--- config.mk ---
export PLATFORM = sky130hd
export DESIGN_NAME = busy_done_mon
export DESIGN_NICKNAME = d
export VERILOG_FILES = /design/src/rtl/busy_done_pkg.sv /design/src/rtl/busy_done_ctrl.sv /design/src/rtl/busy_done_dp.sv /design/src/rtl/busy_done_mon.sv
export SDC_FILE = /design/constraint.sdc
export NUM_CORES = 1
export LEC_CHECK = 0
export CAP_MARGIN = 20
export CORE_AREA = 2 2 106 87
export DETAILED_ROUTE_END_ITERATION = 10
export DIE_AREA = 0 0 108 89
export GPL_TIMING_DRIVEN = 0
export PLACE_DENSITY = 0.73
export RECOVER_POWER = 50
export REMOVE_ABC_BUFFERS = 1
export SYNTH_ARGS = -nofsm -noshare
export SYNTH_HDL_FRONTEND = slang
export SYNTH_HIERARCHICAL = 1
export SYNTH_SLANG_ARGS = --single-unit
--- constraint.sdc ---
create_clock -name clk -period 3.7 [get_ports clk]
set_input_delay 1.11 -clock clk [delete_from_list [all_inputs] [get_ports clk]]
set_output_delay 1.11 -clock clk [all_outputs]
set_load 0.02 [all_outputs]
--- src/rtl/busy_done_pkg.sv ---
`timescale 1ns/1ps
package busy_done_pkg;
  localparam logic [1:0] RESP_SHORT_BUSY = 2'b11;

  typedef enum logic [1:0] {
    MODE_NONE   = 2'd0,
    MODE_NODATA = 2'd1,
    MODE_AC12   = 2'd2
  } arm_mode_t;

  typedef struct packed {
    logic holdResp;     // armed with command-response as trigger
    logic holdDe;       // armed with transfer-complete as trigger
    logic deferClr;     // trigger seen while busy: clear it in hardware
    logic startWait;    // restart tick prescaler and ms counter
    logic doneRelease;  // line freed: synthesize transfer-complete
    logic addResp;      // also synthesize command-response
    logic doneTimeout;  // deadline reached: synthesize data-timeout
    logic forceSet;     // force command-response enable
  } ctrl_strobe_t;
endpackage

--- src/rtl/busy_done_ctrl.sv ---
`timescale 1ns/1ps
module busy_done_ctrl
  import busy_done_pkg::*;
(
  input  logic         clk,
  input  logic         rstN,
  input  logic         cmdIssue,
  input  logic         cmdHasData,
  input  logic [1:0]   cmdRespType,
  input  logic         xferAutoStop,
  input  logic         xferMulti,
  input  logic         hwRespBit,
  input  logic         hwDeBit,
  input  logic         lineActive,
  input  logic         dataInhibit,
  input  logic         tick,
  input  logic         timeoutHit,
  output ctrl_strobe_t strobe
);
  arm_mode_t mode;
  logic      waiting;
  logic      busy, trig, armNodata, armAc12, finishNow, finishLate, timedOut;

  always_comb begin
    busy       = lineActive | dataInhibit;
    trig       = !waiting &&
                 (((mode == MODE_NODATA) && hwRespBit) ||
                  ((mode == MODE_AC12) && hwDeBit));
    finishNow  = trig && !busy;
    finishLate = waiting && tick && !busy;
    timedOut   = waiting && tick && busy && timeoutHit;
    armNodata  = cmdIssue && !waiting && !cmdHasData &&
                 (cmdRespType == RESP_SHORT_BUSY);
    armAc12    = cmdIssue && !waiting && cmdHasData && xferAutoStop && xferMulti;

    strobe             = '0;
    strobe.holdResp    = (mode == MODE_NODATA);
    strobe.holdDe      = (mode == MODE_AC12);
    strobe.deferClr    = trig && busy;
    strobe.startWait   = trig && busy;
    strobe.doneRelease = finishNow || finishLate;
    strobe.addResp     = (finishNow || finishLate) && (mode == MODE_NODATA);
    strobe.doneTimeout = timedOut;
    strobe.forceSet    = armNodata;
  end

  always_ff @(posedge clk) begin
    if (!rstN) begin
      mode    <= MODE_NONE;
      waiting <= 1'b0;
    end else begin
      if (finishNow || finishLate || timedOut) begin
        mode    <= MODE_NONE;
        waiting <= 1'b0;
      end else if (trig && busy) begin
        waiting <= 1'b1;
      end
      if (armNodata)    mode <= MODE_NODATA;
      else if (armAc12) mode <= MODE_AC12;
    end
  end
endmodule

--- src/rtl/busy_done_dp.sv ---
`timescale 1ns/1ps
module busy_done_dp
  import busy_done_pkg::*;
#(
  parameter int W          = 32,
  parameter int TICK_DIV   = 125000,
  parameter int TIMEOUT_MS = 250,
  parameter int RESP_BIT   = 0,
  parameter int DE_BIT     = 1,
  parameter int DTO_BIT    = 20
) (
  input  logic         clk,
  input  logic         rstN,
  input  ctrl_strobe_t strobe,
  input  logic [W-1:0] hwStatus,
  input  logic [W-1:0] sigEnable,
  input  logic         statusWrite,
  input  logic [W-1:0] statusWrData,
  output logic         tick,
  output logic         timeoutHit,
  output logic [W-1:0] mergedStatus,
  output logic         irq,
  output logic         hwClear,
  output logic [W-1:0] hwClearMask
);
  localparam int PW = (TICK_DIV > 1) ? $clog2(TICK_DIV) : 1;
  localparam int MW = $clog2(TIMEOUT_MS + 1);
  localparam logic [W-1:0] RESP_MASK = W'(1) << RESP_BIT;
  localparam logic [W-1:0] DE_MASK   = W'(1) << DE_BIT;
  localparam logic [W-1:0] DTO_MASK  = W'(1) << DTO_BIT;

  logic [PW-1:0] preCnt;
  logic [MW-1:0] msCnt;
  logic [W-1:0]  synth, setVec, clrVec, holdVec, enVec;
  logic          respForce;

  assign tick       = (preCnt == PW'(TICK_DIV - 1));
  assign timeoutHit = (msCnt == MW'(TIMEOUT_MS - 1));

  always_ff @(posedge clk) begin
    if (!rstN || strobe.startWait) begin
      preCnt <= '0;
      msCnt  <= '0;
    end else begin
      preCnt <= tick ? '0 : preCnt + 1'b1;
      if (tick) msCnt <= msCnt + 1'b1;
    end
  end

  always_comb begin
    setVec = '0;
    if (strobe.doneRelease) setVec = setVec | DE_MASK;
    if (strobe.addResp)     setVec = setVec | RESP_MASK;
    if (strobe.doneTimeout) setVec = setVec | DTO_MASK;
    clrVec  = statusWrite ? statusWrData : '0;
    holdVec = (strobe.holdResp ? RESP_MASK : '0) | (strobe.holdDe ? DE_MASK : '0);
    enVec   = sigEnable | (respForce ? RESP_MASK : '0);
  end

  always_ff @(posedge clk) begin
    if (!rstN) begin
      synth     <= '0;
      respForce <= 1'b0;
    end else begin
      synth <= (synth & ~clrVec) | setVec;
      if (strobe.forceSet)                           respForce <= 1'b1;
      else if (statusWrite && statusWrData[RESP_BIT]) respForce <= 1'b0;
    end
  end

  assign mergedStatus = (hwStatus & ~holdVec) | synth;
  assign irq          = |(mergedStatus & enVec);
  assign hwClear      = statusWrite | strobe.deferClr;
  assign hwClearMask  = clrVec | (strobe.deferClr ? holdVec : '0);
endmodule

--- src/rtl/busy_done_mon.sv ---
`timescale 1ns/1ps
module busy_done_mon
  import busy_done_pkg::*;
#(
  parameter int W          = 32,
  parameter int TICK_DIV   = 125000,
  parameter int TIMEOUT_MS = 250,
  parameter int RESP_BIT   = 0,
  parameter int DE_BIT     = 1,
  parameter int DTO_BIT    = 20
) (
  input  logic         clk,
  input  logic         rstN,
  input  logic         cmdIssue,
  input  logic         cmdHasData,
  input  logic [1:0]   cmdRespType,
  input  logic         xferAutoStop,
  input  logic         xferMulti,
  input  logic [W-1:0] hwStatus,
  input  logic [W-1:0] sigEnable,
  input  logic         lineActive,
  input  logic         dataInhibit,
  input  logic         statusWrite,
  input  logic [W-1:0] statusWrData,
  output logic [W-1:0] mergedStatus,
  output logic         irq,
  output logic         hwClear,
  output logic [W-1:0] hwClearMask
);
  ctrl_strobe_t strobe;
  logic         tick, timeoutHit;

  busy_done_ctrl uCtrl (
    .clk(clk), .rstN(rstN),
    .cmdIssue(cmdIssue), .cmdHasData(cmdHasData), .cmdRespType(cmdRespType),
    .xferAutoStop(xferAutoStop), .xferMulti(xferMulti),
    .hwRespBit(hwStatus[RESP_BIT]), .hwDeBit(hwStatus[DE_BIT]),
    .lineActive(lineActive), .dataInhibit(dataInhibit),
    .tick(tick), .timeoutHit(timeoutHit), .strobe(strobe)
  );

  busy_done_dp #(
    .W(W), .TICK_DIV(TICK_DIV), .TIMEOUT_MS(TIMEOUT_MS),
    .RESP_BIT(RESP_BIT), .DE_BIT(DE_BIT), .DTO_BIT(DTO_BIT)
  ) uDp (
    .clk(clk), .rstN(rstN), .strobe(strobe),
    .hwStatus(hwStatus), .sigEnable(sigEnable),
    .statusWrite(statusWrite), .statusWrData(statusWrData),
    .tick(tick), .timeoutHit(timeoutHit),
    .mergedStatus(mergedStatus), .irq(irq),
    .hwClear(hwClear), .hwClearMask(hwClearMask)
  );
endmodule

==> summary.txt <==
Setup path
  • Critical-path top delay cell: clkdlybuf4s50_1
  • Delay-heaviest family, CP: buffers and inverters
  • Worst-path cell chain: clkdlybuf4s50_1 -> a22o_4 -> nor2b_1 -> nor2b_4 -> or2_2 -> buf_2
  • Arrival @ worst endpoint: 2.51 ns
  • CP peak stage delay: 0.44 ns
  • Crit. End Element: primary output
  • CP max FO: 4
  • Crit path kind: input port to primary output
  • CP Launch Type: input port
  • CP required: 2.59 ns
  • CP Buf/Inv Count: 2

Timing
  • Final WS setup: 0.0845 ns
  • # setup viols final: 0
  • Final worst path period share: 97.7%
  • Worst-margin pin slew: around 1.2 ns
  • Relative slew slack: 20.7%
  • Final min period: 3.62 ns
  • Pins Over Slew Limit: 0
  • Final Hold Vio Count: 0
  • Clock skew: a little over 0.009 ns
  • Fmax achieved: 0.277 GHz

Finish
  • Nets: 667
  • Fill count: roughly 750
  • Multi-input gate area: around 1800 um^2
  • Share of post-route cells with drive strength above 1: a little under an eighth
  • Synth-to-Final Area Change: 64.7%
  • Sequential cell area: 1220 um^2
  • Inserted Diodes: 0
  • Core Util, Final: 60.2%

Drt
  • Via Count: 3312
  • Iter 0 DRT Violations: 81
  • ANT nets after route: 0
  • DR top layer: met4
  • WL met1: 4110 um
  • Post-route DRC: 0
  • Routed WL: 9990 um
  • WL/cell: 14.8 um
  • Met3 WL: 803 um
  • Avg Vias per Cell: 4.91
  • Met2 WL: about 4800 um
  • Drt first pass iters: 4

Floorplanning
  • Initial Utilization: a little over a third
  • Num rows: 30
  • Ports: 173
  • Die area: 9610 um^2
  • Die Y: 89 um
  • Die width: 108 um
  • Core Box Area: 8450 um^2

Place
  • DP HPWL: between 7000 and 8000 um
  • Pre-CTS setup slack: -0.666 ns
  • Port bufs: 172
  • GPL Wtd Cong: ~0.8

CTS
  • CTS tree: done
  • Total clock sinks: 61
  • Clock slew at reported path FFs: ~0.060 ns
  • Hold_buf cts: 0
  • Setup bufs post-CTS: 0
  • Root Driver: clkbuf_8
  • CTS H-tree lvls: 3
  • Worst-skew pair later-pin latency: 0.34 ns
  • Longest Clk Path Bufs: 2
  • CTS Buf Count: 9

Power and ir drop
  • Sequential group share of total power: about 42%
  • Net Switching: 404 uW
  • Power Internal: between 1000 and 1500 uW
  • PwrDens: 311 nW/um^2
  • Switching Fraction: 25.6%
  • Lkg Pwr: slightly above 0.002 uW
  • Clk pwr share: 37.2%
  • Combinational Power Share: between 20 and 25%
  • Max VDD drop: approximately 0.00021 V

Logic synthesis
  • Netlist cell types: 44
  • Ys async rst share: 0%
  • Post-synth EDFFs: 0
  • Post-synth top flop: dfxtp_1
  • Gate Count Post-Synth: 390
  • Synth warnings: 6
  • Sequential share of the synthesized area: between 30 and 40%
  • Cell Area, Synth: 3090 um^2
  • #FFs+latches synth: ~60
  • Syn_area_per_cell: 7.91 um^2

Worst hold path
  • Hold Crit Class: register to register

GRT
  • Vias in the first global route: ~3300
  • Initial antenna violation count: 0
  • Residual overflow from global routing: 0
  • GRT Total Usage: 20.1%
  • First-pass GRT wire length: 15100 um
  • Largest net degree at the start of global routing: 40

Job
  • Max-Cap Viols: 0

Run status
  • Outcome: completed
cells in the mapped netlist, types with 7 or more instances:
cell	number	share of area [%]
nand2_1	42	5.1
or4_1	8	1.9
a21oi_1	16	2.6
o31ai_1	8	1.9
nor2b_1	7	1.4
and2_1	29	5.9
or2_2	32	6.5
and3_1	7	1.4
inv_1	10	1.2
o21ai_0	31	5.0
nor2_1	49	6.0
nand3_1	16	2.6
nand4_1	11	2.2
dfxtp_1	61	40
clkbuf_1	8	0.97
power by group through the flow:
stage,sequential [uW],clock (uW),combinational (uW)
2_1_floorplan,680,0,115
3_3_place_gp,681,0,324
3_5_place_dp,681,0,326
4_1_cts,666,605,330
5_1_grt,666,631,349
6_report,666,589,327
cell type report:
| class | instances | area share [%] |
|---|---|---|
| Clock buffer | 11 | 2.78 |
| Multi-Input combinational cell | 303 | 34.9 |
| Tap cell | 112 | 2.76 |
| Inverter | 10 | 0.739 |
| Clock inverter | 5 | 0.985 |
| Sequential cell | 61 | 24.0 |
| Timing Repair Buffer | 172 | 33.8 |
worst min-delay path, stage by stage (launching register included):
cell and delay [ns]:
dfxtp_1 0.32, nand2_1 0.05, nor2_1 0.03
final timing paths:
kind	from	to	slack, ns	cells after the start
hold reg to reg	uDp/synth[17]	uDp/synth[17]	0.44	2
setup reg to reg	uDp/preCnt[12]	uDp/preCnt[10]	1.21	4
hold / removal	uDp/synth[17]	uDp/synth[17]	0.44	2
setup / recovery	hwStatus[0]	hwClear	0.08	6
cell families after synthesis:
logic type | after synthesis | share of synthesized area [%]
flops | 61 | 39.6
buf+inv | 26 | 3.89
xor+xnor | 12 | 3.41
compound gates | 65 | 13.2
fa+ha+maj | 3 | 1.22
simple gates | 223 | 38.7
layout by cell type (no fill, tap or decap), types with 3 or more instances in the layout:
master / count
clkbuf_8: 10
nor3_1: 4
or3_1: 3
xor2_1: 6
dfxtp_1: 61
nand3_1: 16
o21ai_0: 18
dlymetal6s2s_1: 9
nor2_1: 48
nand2_1: 42
and2_1: 29
o21ai_2: 3
or4_1: 8
buf_2: 3
nand4_1: 11
and4_1: 3
clkdlybuf4s50_1: 155
o31ai_1: 8
inv_1: 10
xnor2_1: 6
ha_1: 3
clkinv_2: 4
o21ai_1: 10
or2_2: 31
and3_1: 7
nor2b_1: 6
a21oi_1: 16
what timing repair did:
| action | in CTS | in global routing |
|---|---|---|
| endpoints found under the hold margin | 0 | 0 |
| setup endpoints to repair | 34 | 34 |
| gates resized for setup | 22 | 32 |
| pin swaps | 4 | 16 |
flip-flops by register name, summed over array words and instances, names as in the netlist:
| register | cells |
|---|---|
| uDp/synth | 32 |
| uDp/preCnt | 17 |
| uDp/respForce | 1 |
| uCtrl/mode | 2 |
| uDp/msCnt | 8 |
| uCtrl/waiting | 1 |
stage by stage:
step	power, uW	area, um^2	hold slack, ns	cells	TNS [ns]
final	1580	5080	0.439	674	0
after global routing	1650	5080	0.456	674	-0.00825
after CTS	1600	5060	0.436	674	0
after detailed placement	1010	4860	0.426	658	-20.31
after global placement	1000	4860	0.416	658	-23.01
after floorplan	795	3000	0.405	374	0
per-layer routing:
metal	track usage (%)	up-vias
met5	0	-
met4	6.99	0
met3	7.65	18
met2	34.2	125
met1	23.5	1493
li1	-	1676
Power figures use the tool's default switching activity.
